==> src/rtl/spi_rsp_pkg.sv <==
package spi_rsp_pkg;

    localparam int BYTE_W = 8;

    localparam logic [BYTE_W-1:0] OP_BLK_RD     = 8'hC2;
    localparam logic [BYTE_W-1:0] OP_REG_RD     = 8'hC4;
    localparam logic [BYTE_W-1:0] OP_CTL_STOP   = 8'hC5;
    localparam logic [BYTE_W-1:0] OP_CTL_AGAIN  = 8'hC6;
    localparam logic [BYTE_W-1:0] OP_BLK_RD_EXT = 8'hC8;
    localparam logic [BYTE_W-1:0] OP_WORD_RD    = 8'hCA;
    localparam logic [BYTE_W-1:0] OP_CTL_RESET  = 8'hCF;

    localparam logic [BYTE_W-1:0] STATUS_GOOD = 8'h00;
    localparam logic [3:0]        HDR_NIBBLE  = 4'hF;

    typedef enum logic [3:0] {
        ST_IDLE,
        ST_SKIP,
        ST_ECHO,
        ST_STAT,
        ST_HDR,
        ST_DATA,
        ST_CRC,
        ST_PASS,
        ST_FAIL
    } rsp_state_t;

    typedef enum logic [1:0] {
        CK_PLAIN,
        CK_CTRL,
        CK_BLOCK_RD,
        CK_WORD_RD
    } cmd_kind_t;

endpackage

==> src/rtl/spi_rsp_opdecode.sv <==
module spi_rsp_opdecode
    import spi_rsp_pkg::*;
(
    input  logic [BYTE_W-1:0] op,
    output cmd_kind_t         kind
);

    always_comb begin
        unique case (op)
            OP_CTL_RESET, OP_CTL_STOP, OP_CTL_AGAIN: kind = CK_CTRL;
            OP_BLK_RD, OP_BLK_RD_EXT:                kind = CK_BLOCK_RD;
            OP_REG_RD, OP_WORD_RD:                   kind = CK_WORD_RD;
            default:                                 kind = CK_PLAIN;
        endcase
    end

endmodule

==> src/rtl/spi_rsp_budget.sv <==
module spi_rsp_budget #(
    parameter int LIMIT = 10
) (
    input  logic clk,
    input  logic rst_n,
    input  logic clr,
    input  logic miss,
    output logic exhausted
);

    localparam int CW = $clog2(LIMIT + 1);
    localparam logic [CW-1:0] LIM = CW'(LIMIT);

    logic [CW-1:0] cnt_q;

    always_ff @(posedge clk) begin
        if (!rst_n || clr) begin
            cnt_q <= '0;
        end else if (miss && (cnt_q != LIM)) begin
            cnt_q <= cnt_q + 1'b1;
        end
    end

    assign exhausted = (cnt_q == LIM);

endmodule

==> src/rtl/spi_rsp_word_asm.sv <==
module spi_rsp_word_asm
    import spi_rsp_pkg::*;
#(
    parameter int NBYTES = 4
) (
    input  logic                     clk,
    input  logic                     rst_n,
    input  logic                     clr,
    input  logic                     take,
    input  logic [BYTE_W-1:0]        din,
    output logic [NBYTES*BYTE_W-1:0] word,
    output logic                     last
);

    localparam int IW = (NBYTES > 1) ? $clog2(NBYTES) : 1;
    localparam logic [IW-1:0] LAST_IDX = IW'(NBYTES - 1);

    logic [IW-1:0] idx_q;

    always_ff @(posedge clk) begin
        if (!rst_n || clr) begin
            idx_q <= '0;
        end else if (take && (idx_q != LAST_IDX)) begin
            idx_q <= idx_q + 1'b1;
        end
    end

    assign last = (idx_q == LAST_IDX);

    for (genvar g = 0; g < NBYTES; g++) begin : g_lane
        logic [BYTE_W-1:0] lane_q;
        always_ff @(posedge clk) begin
            if (!rst_n) begin
                lane_q <= '0;
            end else if (take && (idx_q == IW'(g))) begin
                lane_q <= din;
            end
        end
        assign word[g*BYTE_W +: BYTE_W] = lane_q;
    end

endmodule

==> src/rtl/spi_rsp_check.sv <==
module spi_rsp_check
    import spi_rsp_pkg::*;
#(
    parameter int RETRY_LIMIT = 10,
    parameter int WORD_BYTES  = 4,
    parameter int CRC_BYTES   = 2
) (
    input  logic                         clk,
    input  logic                         rst_n,
    input  logic                         start,
    input  logic [BYTE_W-1:0]            opcode,
    input  logic                         crc_en,
    input  logic                         rx_valid,
    input  logic [BYTE_W-1:0]            rx_byte,
    output logic                         done,
    output logic                         ok,
    output logic                         fail,
    output logic [WORD_BYTES*BYTE_W-1:0] rdata
);

    localparam int KW = (CRC_BYTES > 1) ? $clog2(CRC_BYTES) : 1;
    localparam logic [KW-1:0] CRC_LAST = KW'(CRC_BYTES - 1);

    rsp_state_t        state_q, state_d;
    logic [BYTE_W-1:0] op_q;
    cmd_kind_t         kind_q, kind_d;
    logic              crc_q;
    logic [KW-1:0]     crc_idx_q;

    logic hit_echo, hit_stat, hit_hdr;
    logic searching, miss, exhausted, budget_clr;
    logic data_take, data_last;

    spi_rsp_opdecode u_dec (
        .op   (opcode),
        .kind (kind_d)
    );

    assign hit_echo = (rx_byte == op_q);
    assign hit_stat = (rx_byte == STATUS_GOOD);
    assign hit_hdr  = (rx_byte[BYTE_W-1 -: 4] == HDR_NIBBLE);

    always_comb begin
        searching = 1'b0;
        miss      = 1'b0;
        unique case (state_q)
            ST_ECHO: begin searching = 1'b1; miss = rx_valid && !hit_echo; end
            ST_STAT: begin searching = 1'b1; miss = rx_valid && !hit_stat; end
            ST_HDR:  begin searching = 1'b1; miss = rx_valid && !hit_hdr;  end
            default: begin searching = 1'b0; miss = 1'b0;                  end
        endcase
    end

    assign budget_clr = !searching || (state_d != state_q);

    spi_rsp_budget #(.LIMIT(RETRY_LIMIT)) u_budget (
        .clk       (clk),
        .rst_n     (rst_n),
        .clr       (budget_clr),
        .miss      (miss),
        .exhausted (exhausted)
    );

    assign data_take = (state_q == ST_DATA) && rx_valid;

    spi_rsp_word_asm #(.NBYTES(WORD_BYTES)) u_word (
        .clk   (clk),
        .rst_n (rst_n),
        .clr   (state_q != ST_DATA),
        .take  (data_take),
        .din   (rx_byte),
        .word  (rdata),
        .last  (data_last)
    );

    // next-state logic
    always_comb begin
        state_d = state_q;
        unique case (state_q)
            ST_IDLE: begin
                if (start) state_d = (kind_d == CK_CTRL) ? ST_SKIP : ST_ECHO;
            end
            ST_SKIP: begin
                if (rx_valid) state_d = ST_ECHO;
            end
            ST_ECHO: begin
                if (rx_valid) begin
                    if (hit_echo)       state_d = ST_STAT;
                    else if (exhausted) state_d = ST_FAIL;
                end
            end
            ST_STAT: begin
                if (rx_valid) begin
                    if (hit_stat) begin
                        state_d = (kind_q == CK_BLOCK_RD || kind_q == CK_WORD_RD)
                                  ? ST_HDR : ST_PASS;
                    end else if (exhausted) begin
                        state_d = ST_FAIL;
                    end
                end
            end
            ST_HDR: begin
                if (rx_valid) begin
                    if (hit_hdr)        state_d = (kind_q == CK_WORD_RD) ? ST_DATA : ST_PASS;
                    else if (exhausted) state_d = ST_FAIL;
                end
            end
            ST_DATA: begin
                if (rx_valid && data_last) begin
                    state_d = (crc_q && CRC_BYTES > 0) ? ST_CRC : ST_PASS;
                end
            end
            ST_CRC: begin
                if (rx_valid && (crc_idx_q == CRC_LAST)) state_d = ST_PASS;
            end
            ST_PASS: state_d = ST_IDLE;
            ST_FAIL: state_d = ST_IDLE;
            default: state_d = ST_IDLE;
        endcase
    end

    // state register and per-transaction context
    always_ff @(posedge clk) begin
        if (!rst_n) begin
            state_q   <= ST_IDLE;
            op_q      <= '0;
            kind_q    <= CK_PLAIN;
            crc_q     <= 1'b0;
            crc_idx_q <= '0;
        end else begin
            state_q <= state_d;
            if (state_q == ST_IDLE && start) begin
                op_q   <= opcode;
                kind_q <= kind_d;
                crc_q  <= crc_en;
            end
            if (state_q != ST_CRC) begin
                crc_idx_q <= '0;
            end else if (rx_valid && crc_idx_q != CRC_LAST) begin
                crc_idx_q <= crc_idx_q + 1'b1;
            end
        end
    end

    // outputs
    always_comb begin
        done = (state_q == ST_PASS) || (state_q == ST_FAIL);
        ok   = (state_q == ST_PASS);
        fail = (state_q == ST_FAIL);
    end

endmodule

==> config.mk <==
export PLATFORM = sky130hd
export DESIGN_NAME = spi_rsp_check
export DESIGN_NICKNAME = d
export VERILOG_FILES = /design/src/rtl/spi_rsp_pkg.sv /design/src/rtl/spi_rsp_opdecode.sv /design/src/rtl/spi_rsp_budget.sv /design/src/rtl/spi_rsp_word_asm.sv /design/src/rtl/spi_rsp_check.sv
export SDC_FILE = /design/constraint.sdc
export NUM_CORES = 1
export LEC_CHECK = 0
export CAP_MARGIN = 0
export CELL_PAD_IN_SITES_DETAIL_PLACEMENT = 1
export CELL_PAD_IN_SITES_GLOBAL_PLACEMENT = 1
export CORE_UTILIZATION = 25
export CTS_CLUSTER_DIAMETER = 40
export DETAILED_ROUTE_END_ITERATION = 8
export DONT_BUFFER_PORTS = 1
export PLACE_DENSITY_LB_ADDON = 0.1
export SYNTH_ARGS = -nofsm -noshare
export SYNTH_HDL_FRONTEND = slang
export SYNTH_SLANG_ARGS = --single-unit
==> constraint.sdc <==
create_clock -name clk -period 5.1 [get_ports clk]
set_input_delay 0.255 -clock clk [delete_from_list [all_inputs] [get_ports clk]]
set_output_delay 0.255 -clock clk [all_outputs]
set_load 0.005 [all_outputs]
# Yosys cells after proc, flatten, opt, wreduce, memory -nomap -nowiden
# Index checks and enable logic that the tools add are counted.
# Widths: inputs -> output; s select.
[op_classes]
n_addsub = 3
multipliers = 0
div_mod_pow = 0
n_lt_le_gt_ge = 0
n_eq_ne = 29
shifts = 0
n_mux = 19
n_bitwise = 2
n_reduce_logical = 32
[op_table]
columns = ["operator", "count"]
rows = [
  ["$eq 8x8->1 const B", 7],
  ["$mux 4", 11],
  ["$pmux 4 s7", 1],
  ["$eq 4x3->1 const B", 4],
  ["$logic_and 1x1->1", 14],
  ["$eq 4x4->1 const B", 3],
  ["$eq 2x2->1 const B", 4],
  ["$eq 4x2->1 const B", 2],
  ["$eq 8x8->1", 1],
  ["$logic_not 8->1", 1],
  ["$ne 4x3->1 const B", 2],
  ["$mux 2", 3],
  ["$pmux 2 s3", 1],
  ["$reduce_or 2->1", 3],
  ["$reduce_or 3->1", 2],
  ["$logic_not 1->1", 5],
  ["$logic_or 1x1->1", 5],
  ["$add 4x1->4 const B", 1],
  ["$eq 2x1->1 const B", 2],
  ["$eq 4x1->1 const B", 1],
  ["$logic_not 4->1", 1],
  ["$ne 4x4->1", 1],
  ["$ne 4x4->1 const B", 1],
  ["$pmux 1 s3", 1],
  ["6 further kinds", 8],
]
[word_totals]
reg_bits = 54
latchBits = 0
ram_bits = 0
romBits = 0
out_inout_bits = 35
n_memories = 0

# Longest topological paths before layout
# Gate-level depths: netlist (run 1).
[logic_depth]
depth_word = 10
depth_mapped = 8

# Cells and area by module
# A second synthesis (run 1) with hierarchy kept.
[hier_totals]
cells_unflattened = 315
hier_area_um2 = 2707.6
[modules_own_cells]
columns = ["mod", "n_inst", "cells_each", "area_per_inst_um2", "seq_area_each_um2"]
rows = [
  ["spi_rsp_word_asm", 1, 157, 1402.6, 680.7],
  ["spi_rsp_check", 1, 125, 1021.0, 320.3],
  ["spi_rsp_budget", 1, 23, 219.0, 80.1],
  ["spi_rsp_opdecode", 1, 10, 65.1, 0.0],
]

# Worst setup path before layout (run 1)
# OpenSTA, ideal clock, no wires.
[synth_timing]
kind = "reg2reg"
startpoint = "register state_q[1]"
endpoint = "register u_budget.cnt_q[0]"
setup_time_ns = 0.112
arrival_ns = 1.706
required_ns = 4.988
slack_ns = 3.282
stages_incl_launch_ff = 7
period_less_slack_ns = 1.818
path_cell_list = "dfxtp_1 clkbuf_1 and4bb_2 a21bo_1 o22ai_1 or3_4 a2111oi_1"
[synth_via]
elab_chain_cells = 7
word_cells_on_any_way = 27
classes_between = "7 x eq/ne; 14 x mux; 6 x reduce/logical"
[synth_rtl]
columns = ["item", "line_no", "rtl"]
rows = [
  ["start, declared", "spi_rsp_check.sv:24", "rsp_state_t state_q, state_d;"],
  ["start signal, assigned", "spi_rsp_check.sv:131", "state_q <= state_d;"],
  ["$mux 4", "spi_rsp_check.sv:89, spi_rsp_check.sv:97, spi_rsp_check.sv:105", ""],
  ["$mux 4, on equally long branches", "spi_rsp_check.sv:104, spi_rsp_check.sv:88, spi_rsp_check.sv:94", ""],
  ["$mux 4, on equally long branches", "spi_rsp_check.sv:103, spi_rsp_check.sv:87, spi_rsp_check.sv:93", ""],
  ["$pmux 4 s7", "spi_rsp_check.sv:79", "unique case (state_q)"],
  ["$ne 4x4->1", "spi_rsp_check.sv:54", "assign budget_clr = !searching || (state_d != state_q);"],
  ["$logic_or 1x1->1", "spi_rsp_check.sv:54", ""],
  ["$logic_or 1x1->1", "spi_rsp_budget.sv:17", "if (!rst_n || clr) begin"],
  ["end signal, assigned", "spi_rsp_budget.sv:20", "cnt_q <= cnt_q + 1'b1;"],
  ["end, declared", "spi_rsp_budget.sv:14", "logic [CW-1:0] cnt_q;"],
]
# Several ways; a longest one is shown, not always the timed one.
# A chain may end at the register's enable or synchronous reset.

# Worst setup path in the final report (run 1)
[layout_timing]
startpoint = "register state_q[1]"
endpoint = "register u_budget.cnt_q[1]"
# The elaborated chain is that of the path after synthesis.

==> results of run 1 <==
-- layout make-up --
cell class | instances | area, um^2
Clock buffer | 5 | 68.8
Clock inverter | 2 | 15.0
Fill cell | 1277 | 7890
Inverter | 8 | 30.0
Multi-Input combinational cell | 258 | 1580
Sequential cell | 54 | 1080
Tap cell | 140 | 175
Timing Repair Buffer | 1 | 7.51
-- sequential cells by signal, summed over array words and instances, names as in the netlist --
| register | cells |
|---|---|
| crc_q | 1 |
| u_budget.cnt_q | 4 |
| state_q | 4 |
| crc_idx_q | 1 |
| u_word.g_lane.lane_q | 32 |
| kind_q | 2 |
| u_word.idx_q | 2 |
| op_q | 8 |
-- metal layers --
layer	track usage, %	routed length [um]	vias up
met3	2.97	366	6
met4	3.52	84	0
met1	20.5	4060	1107
met2	23.4	3710	43
li1	-	-	1159
met5	0	0	-
-- placed cells by master, fill, tap and decap left out, types with 3 or more instances in the layout --
cell type   n
nor2_1     13
a21boi_0   31
mux2i_1     3
a21boi_1   11
clkbuf_8    5
inv_1       8
and3_1      4
xor2_1     10
nor3_1      5
a31oi_1     3
a2111oi_1   4
nor2b_1     4
nand2_1    71
o21ai_0     7
dfxtp_1    54
xnor2_1     4
nand4_1     5
ha_1        6
nand3_1    41
a21oi_1     5
-- through the flow --
step                      area, um^2  std cells  setup slack, ns  power [mW]
after global placement          2870        461             2.68       0.487
after CTS                       2950        468             2.54       0.738
final                           2950        468             2.56       0.721
after global routing            2950        468             2.29       0.757
after floorplan                 2790        344             3.28       0.487
after detailed placement        2870        461             2.55       0.487
-- how the worst max path moves through the flow --
stage                     from  depth (start not counted)                 to
finish              state_q[1]                          5  u_budget.cnt_q[1]
global route        state_q[1]                          5  u_budget.cnt_q[1]
CTS                 state_q[1]                          5  u_budget.cnt_q[1]
detailed placement  state_q[1]                          5  u_budget.cnt_q[0]
global placement    state_q[1]                          5  u_budget.cnt_q[3]
floorplan           state_q[1]                          6  u_budget.cnt_q[0]
-- power breakdown --
part | total, mW | internal [mW] | switching [mW]
Sequential | 0.434 | 0.427 | 0.00686
Clock | 0.244 | 0.0943 | 0.150
Combinational | 0.0429 | 0.0203 | 0.0227
-- kinds of logic (layout without fill, tap and decap cells) --
kind of cell | count (synthesis) | after routing
AOI/OAI and AO/OA | 71 | 71
xor gates and xnor gates | 14 | 14
adders and majority gates | 6 | 6
buffers and inverters | 32 | 16
DFF | 54 | 54
muxes | 4 | 4
and+or+nand+nor | 163 | 163
-- worst max-delay path: stages (launching register included) --
cell and delay, ns:
dfxtp_1 0.71, nor2_1 0.22, nand3_1 0.51, o32ai_1 0.19, or3_4 0.43, a2111oi_1 0.38
==> metrics.txt, run 1 <==
outcome=finished, final reports clean; CTS Root Cell=clkbuf_8; Reg-to-Reg Start=state_q[1]; RSZ-0062 raised after global routing=false; Util after Layout=27.2%; Clock Pin Slew Worst Setup and Hold Paths=0.10 ns; f_max=0.394 GHz; Post-Synth XOR/XNOR Area=4.40%; Synth Area in Simple Gates=29.1%; Synth Area in Compound Gates=18.6%; R2R cell count=5; worst path arrival time=2.75 ns; mapped cell area=2790 um^2; setup TNS=0 ns; Die Span X=108 um; share of the yosys chip area belonging to registers=38.8%; Hold Violations, Final=0; htree depth=2; most common cell in the synthesized netlist=nand2_1; mux share of post-synthesis cell area=1.48%; Post-synth EDFFs=0; Post-CTS Setup Repair Bufs=0; DR iter-0 viols=87; cell count after synthesis=344; Total Routed Length=8220 um; syn_area_per_cell=8.10 um^2; syn nets=371; Initial Util=25.7%; die area=11600 um^2; Worst Clk Skew=0.00950 ns; Final #Nets=355; Worst Path Max Fanout=18; Hold Path Origin=rst_n; DR vias/cell=4.95; DRC Markers=0; Area growth syn-to-layout=5.97%; max_cap viols=0; TritonCTS Buffers=5; CTS Hold Buffers Added=0; Port Buffer Count=0; first-pass GRT wire length=13100 um; worst endpoint required time=5.31 ns; Die H=108 um; DRT antenna net count=0; crit path capture type=flop; post-synthesis register bit count=54; fin crit period=2.54 ns; P per Cell Area=244 nW/um^2; cts repair resizes=0; dominant synthesized flop cell=dfxtp_1; hold depth=1; Final Cycle Share=49.8%; synth warn=0; area leader, netlist=dfxtp_1; WHS Endpoint=state_q[3]; CTS tree=done; post-DR wirelength/cell=17.6 um; CP startpoint kind=flop; GRT Total Usage=14.8%; largest family of logic cells by synthesized area=simple AND/OR/NAND/NOR gates; Hold Slack=0.0674 ns; HPWL Detailed=5830 um; Clock Latency Late Sink=0.32 ns; GRT overflow=0; Longest Clk Path Bufs=2; VDD IR max=0.115 mV; vias in the first global route=2310; DRT Pass-1 Iters=4; Distinct cells, synth=48; Worst Hold Class=in -> reg; Ports=56; relative slew slack=51.8%; Placer Congestion=0.705; Post-synth top cells=71 x nand2_1, 54 x dfxtp_1, 41 x nand3_1; fin. max-slew vios=0; Async S/R FF share, synth=0%; Synth top area share=38.8%; slew at the pin with the worst max-slew slack=0.713 ns; core area=10800 um^2; reg2reg setup slack=2.56 ns; Adder-Cell Fraction of Synth Area=2.69%; share of cells above drive strength 1=5.18%; Clock Sinks=54; antenna violations before repair=0; n_diodes=0; routed vias=2315; # rows=38; final setup violating endpoints=0; Synth area leaders=dfxtp_1 39%, nand2_1 9.6%, a21boi_0 8.4%; largest net degree at the start of global routing=50; worst flop-to-flop path endpoint=u_budget.cnt_q[1]; Pleak=0.955 nW; critical path class=reg -> reg
No activity file was read; power rests on OpenSTA's default activity.
==> run 2: changes to the inputs <==
==> constraint.sdc (replaced) <==
create_clock -name clk -period 2.6 [get_ports clk]
set_input_delay 0.13 -clock clk [delete_from_list [all_inputs] [get_ports clk]]
set_output_delay 0.13 -clock clk [all_outputs]
set_load 0.005 [all_outputs]
==> run 2 against run 1 <==
Sequential share of layout area decreased by 3.3 points. Fmax increased by 16%. Global-route usage increased by 1.2 points. Count of clock-buffer cells in the layout stayed put. Worst setup slack got worse by 2.1 ns. Register-to-register slack got worse by 2.1 ns. Utilization is 2.7 points higher. Non-clock buffer count increased by 28. Clock power up 140%. Combinational power grew to 3.2 times the previous value. Critical endpoint is now u_budget.cnt_q[3].
==> metrics.txt, run 2 (synthesis gave the netlist of run 1 again) <==
gr busiest metal=met2 (unchanged); worst path arrival time=2.39 ns (was 2.75 ns); Worst Hold Class=in -> reg (unchanged); first-pass GRT wire length=14000 um (was 13100 um); commonest cells after routing, fill and taps aside=71 x nand2_1, 54 x dfxtp_1, 41 x nand3_1 (unchanged); Hold Path Origin=opcode[0] (was rst_n); Post-CTS Setup Repair Bufs=0 (unchanged); fin crit period=2.18 ns (was 2.54 ns); M3 GR Usage=3.03% (was 2.97%); n_diodes=0 (unchanged); TritonCTS Buffers=5 (unchanged); Biggest register=u_word.g_lane.lane_q (unchanged); Final #Nets=383 (was 355); core area=10800 um^2 (unchanged); worst endpoint required time=2.81 ns (was 5.31 ns); DRC Markers=0 (unchanged); commonest non-fill, non-tap cell in the layout=nand2_1 (unchanged); share of cells above drive strength 1=7.02% (was 5.18%); DRT antenna net count=0 (unchanged); Placer Congestion=0.788 (was 0.705); Die Span X=108 um (unchanged); Initial Util=25.7% (unchanged); Area after DPL=2920 um^2 (was 2870 um^2); Hold Violations, Final=0 (unchanged); # rows=38 (unchanged); vias in the first global route=2452 (was 2310); Placed Cells=468 (was 461); Total Routed Length=8890 um (was 8220 um); met1 GRT Util=22.4% (was 20.5%); DR iter-0 viols=127 (was 87); outcome=finished, final reports clean (unchanged); Pleak=1.10 nW (was 0.955 nW); cts repair resizes=0 (unchanged); setup TNS=0 ns (unchanged); Port Buffer Count=0 (unchanged); largest net degree at the start of global routing=49 (was 50); Clock Latency Late Sink=0.32 ns (about the same); GR Util met2=25.0% (was 23.4%); Area growth syn-to-layout=16.6% (was 5.97%); HPWL Detailed=5970 um (was 5830 um); CP startpoint kind=flop (unchanged); final instance count without filler cells=496 (was 468); max reg flops=32 (unchanged); Design Area, Final=3250 um^2 (was 2950 um^2); RSZ-0062 raised after global routing=false (unchanged); largest registers=u_word.g_lane.lane_q (32), op_q (8) (unchanged); routed vias=2450 (was 2315); Ports=56 (unchanged); f_max=0.458 GHz (was 0.394 GHz); slew at the pin with the worst max-slew slack=0.718 ns (was 0.713 ns); CTS Hold Buffers Added=21 (was 0); antenna violations before repair=0 (unchanged); htree depth=2 (unchanged); Clock Sinks=54 (unchanged); Die H=108 um (unchanged); final setup violating endpoints=0 (unchanged); post-DR wirelength/cell=17.9 um (was 17.6 um); Worst Path Max Fanout=15 (was 18); max_cap viols=0 (unchanged); fin. max-slew vios=0 (unchanged); Worst Clk Skew=0.0179 ns (was 0.00950 ns); DR vias/cell=4.94 (was 4.95); worst setup path startpoint=state_q[2] (was state_q[1]); P per Cell Area=486 nW/um^2 (was 244 nW/um^2); Final Cycle Share=83.9% (was 49.8%); VDD IR max=0.242 mV (was 0.115 mV); crit path capture type=flop (unchanged); CTS Root Cell=clkbuf_8 (unchanged); Longest Clk Path Bufs=2 (unchanged); CTS tree=done (unchanged); DRT Pass-1 Iters=4 (unchanged); die area=11600 um^2 (unchanged); Fill cells=1298 (was 1277); Clock Pin Slew Worst Setup and Hold Paths=0.11 ns (was 0.10 ns); GRT Total Usage=16.0% (was 14.8%); critical path class=reg -> reg (unchanged); relative slew slack=51.5% (was 51.8%); GRT overflow=0 (unchanged); Reg-to-Reg Start=state_q[2] (was state_q[1])
==> run 2: cell count changes in the layout (fill, tap and decap cells not counted) <==
cell / delta
buf_12: +1
clkinv_4: +1
bufinv_16: +1
buf_4: +7
dlygate4sd3_1: +20
clkinvlp_4: -2
==> run 2: cell type report <==
class | count | area [um^2] | area share (%)
Tap cell | 140 | 175 | 5.39
Sequential cell | 54 | 1080 | 33.3
Timing Repair Buffer | 29 | 280 | 8.63
Clock buffer | 5 | 68.8 | 2.12
Multi-Input combinational cell | 258 | 1580 | 48.5
Inverter | 8 | 30.0 | 0.924
Clock inverter | 2 | 38.8 | 1.19
==> run 2: final timing paths <==
kind,end,slack [ns],depth (start not counted)
worst max-delay path,u_budget.cnt_q[3],0.42,5
worst max register to register,u_budget.cnt_q[3],0.42,5
worst min-delay path,kind_q[1],0.03,3
worst min register to register,u_word.g_lane[0].lane_q[7],0.48,2
==> run 2: routing by layer <==
layer  share of wire [%]  vias to the layer above
li1                    -                     1216
met1                  49                     1182
met2                  46                       46
met3                 4.6                        6
met4                0.94                        0
met5                   0                        -
==> run 2: power by group <==
part	internal [mW]	leakage, nW	total, mW	switching (mW)
Clock	0.284	0.0542	0.589	0.305
Sequential	0.838	0.436	0.852	0.0142
Combinational	0.0653	0.613	0.138	0.0729
==> run 2: stage by stage <==
| stage | utilization [%] | power [mW] | setup WS (ns) | hold WS [ns] |
|---|---|---|---|---|
| 3_5_place_dp | 27.0 | 0.962 | 0.438 | 0.266 |
| 6_report | 30.0 | 1.58 | 0.417 | 0.0300 |
| 4_1_cts | 30.0 | 1.61 | 0.419 | 0.0174 |
| 3_3_place_gp | 27.0 | 0.962 | 0.482 | 0.275 |
| 5_1_grt | 30.0 | 1.65 | 0.301 | 0.0823 |
| 2_1_floorplan | - | 0.956 | 0.782 | 0.269 |
==> run 2: critical path: stages, from the launching register on <==
cell	delay, ns
dfxtp_1	0.61
and4bb_2	0.31
a21bo_1	0.22
o22ai_1	0.09
or3_4	0.44
a2111oi_1	0.40
==> run 3: changes to the inputs <==
==> constraint.sdc (replaced) <==
create_clock -name clk -period 1.8 [get_ports clk]
set_input_delay 0.09 -clock clk [delete_from_list [all_inputs] [get_ports clk]]
set_output_delay 0.09 -clock clk [all_outputs]
set_load 0.005 [all_outputs]
==> run 3 against run 2 <==
The flow now finishes with violations (negative setup slack). Global-route usage rose by 0.79 points. Critical path depth rose by 1. Clock power rose by 53%. Register-to-register slack got worse by 0.45 ns. Sequential share of layout area fell by 4.1 points. Largest cell class unchanged.
==> metrics.txt, run 3 (synthesis gave the netlist of run 1 again) <==
outcome=finished with violations (was finished, final reports clean); failing checks=negative setup slack; Worst Path Max Fanout=7 (was 15); slew at the pin with the worst max-slew slack=0.409 ns (was 0.718 ns); max reg flops=32 (unchanged); CP startpoint kind=flop (unchanged); Die H=108 um (unchanged); Initial Util=25.7% (unchanged); Die Span X=108 um (unchanged); CTS tree=done (unchanged); die area=11600 um^2 (unchanged); Placer Congestion=0.797 (was 0.788); n_diodes=0 (unchanged); Comb pwr share=11.7% (was 8.8%); fin. max-slew vios=0 (unchanged); GRT Total Usage=16.8% (was 16.0%); f_max=0.545 GHz (was 0.458 GHz); hold depth=3 (unchanged); total power=2.41 mW (was 1.58 mW); largest registers=u_word.g_lane.lane_q (32), op_q (8) (unchanged); reg2reg setup slack=-0.04 ns (was 0.42 ns); vias in the first global route=2611 (was 2452); DRT Pass-1 Iters=5 (was 4); final instance count without filler cells=527 (was 496); RSZ-0062 raised after global routing=true (was false); Final #Nets=413 (was 383); VDD IR max=0.272 mV (was 0.242 mV); share of cells above drive strength 1=23.5% (was 7.02%); commonest non-fill, non-tap cell in the layout=nand2_1 (unchanged); relative slew slack=72.7% (was 51.5%); # rows=38 (unchanged); max_cap viols=0 (unchanged); GRT overflow=0 (unchanged); Hold Path Origin=opcode[0] (unchanged); worst path arrival time=2.06 ns (was 2.39 ns); Sw Share=25.1% (was 24.8%); final setup violating endpoints=4 (was 0); clock share of power=37.5% (was 37.3%); routed vias=2544 (was 2450); P per Cell Area=642 nW/um^2 (was 486 nW/um^2); Seq pwr share=50.8% (was 53.9%); Total Routed Length=9390 um (was 8890 um); Ports=56 (unchanged); CTS Root Cell=clkbuf_8 (unchanged); Sw Pwr=606 uW (was 392 uW); DRC Markers=0 (unchanged); TritonCTS Buffers=5 (unchanged); post-DR wirelength/cell=17.8 um (was 17.9 um); Clock Latency Late Sink=0.32 ns (about the same); critical path class=reg -> reg (unchanged); Worst Clk Skew=0.00730 ns (was 0.0179 ns); Clock Sinks=54 (unchanged); worst endpoint required time=2.03 ns (was 2.81 ns); HPWL Detailed=6270 um (was 5970 um); Setup WS post-layout=-0.0362 ns (was 0.417 ns); first-pass GRT wire length=14600 um (was 14000 um); Pleak=1.32 nW (was 1.10 nW); WHS Endpoint=kind_q[0] (was kind_q[1]); DRT antenna net count=0 (unchanged); Area growth syn-to-layout=34.8% (was 16.6%); crit path capture type=flop (unchanged); Port Buffer Count=0 (unchanged); DR iter-0 viols=96 (was 127); Cell Int Power=1.80 mW (was 1.19 mW); Reg-to-Reg Start=state_q[1] (was state_q[2]); Biggest register=u_word.g_lane.lane_q (unchanged); worst flop-to-flop path endpoint=u_budget.cnt_q[2] (was u_budget.cnt_q[3]); Placed Cells=494 (was 468); Clock Pin Slew Worst Setup and Hold Paths=0.11 ns (about the same); R2R cell count=6 (was 5); core area=10800 um^2 (unchanged); Final Cycle Share=102% (was 83.9%); largest net degree at the start of global routing=49 (unchanged); Hold Violations, Final=0 (unchanged); DR vias/cell=4.83 (was 4.94); antenna violations before repair=0 (unchanged); setup TNS=-0.0907 ns (was 0 ns); Longest Clk Path Bufs=2 (unchanged); fin crit period=1.84 ns (was 2.18 ns); htree depth=2 (unchanged); commonest cells after routing, fill and taps aside=67 x nand2_1, 45 x dfxtp_1, 39 x nand3_1 (was 71 x nand2_1, 54 x dfxtp_1, 41 x nand3_1); pre-CTS setup slack=-0.179 ns (was 0.438 ns); Worst Hold Class=in -> reg (unchanged)
-- run 3: through the flow --
stage               utilization, %  hold slack [ns]  area (um^2)
CTS                           33.5           0.0125         3630
global placement              28.9            0.220         3130
detailed placement            28.9            0.228         3130
finish                        34.6           0.0120         3750
floorplan                        -            0.229         2790
global route                  34.6           0.0536         3750
-- run 3: power groups by stage --
stage	logic, mW	registers [mW]	clock network, mW
finish	0.281	1.23	0.904
floorplan	0.136	1.24	0
CTS	0.248	1.23	0.937
global placement	0.154	1.25	0
global route	0.306	1.23	0.987
detailed placement	0.155	1.25	0
-- run 3: repair_timing --
item,CTS,global route
hold buffers,21,0
buffers inserted,4,1
endpoints found under the hold margin,48,0
pin swaps,10,4
setup endpoints to repair,6,33
resized for setup,28,25
-- run 3: routing by layer --
layer | vias up | routed length, um | GRT usage (%)
met5 | - | 0 | 0
met4 | 0 | 143 | 5.19
met3 | 9 | 346 | 3.21
met2 | 45 | 4450 | 27.1
met1 | 1215 | 4450 | 22.4
li1 | 1275 | - | -
-- run 3: critical path, cell delays in order, from the launching register on --
cell       delay, ns
dfxtp_4         0.38
or3b_1          0.37
a21o_1          0.20
a31oi_4         0.25
nand4_1         0.15
xor2_1          0.19
a2111oi_4       0.19
-- run 3: worst max path at each step --
stage                           from           endpoint  cells past startpoint
after floorplan           state_q[1]  u_budget.cnt_q[0]                      6
after global placement       op_q[1]  u_budget.cnt_q[1]                      7
after detailed placement  state_q[1]  u_budget.cnt_q[0]                      6
after CTS                    op_q[0]  u_budget.cnt_q[0]                      8
after global routing         op_q[0]  u_budget.cnt_q[1]                      8
final                     state_q[1]  u_budget.cnt_q[2]                      6
-- run 3: final cells by class --
type                    count  area (um^2)
fillers                  1293         7090
multi-input cells         258         1820
flip-flops and latches     54         1090
repair buffers             59          518
well taps                 140          175
clock buffers               6         82.6
clock inverters             2         38.8
inverters                   8         30.0
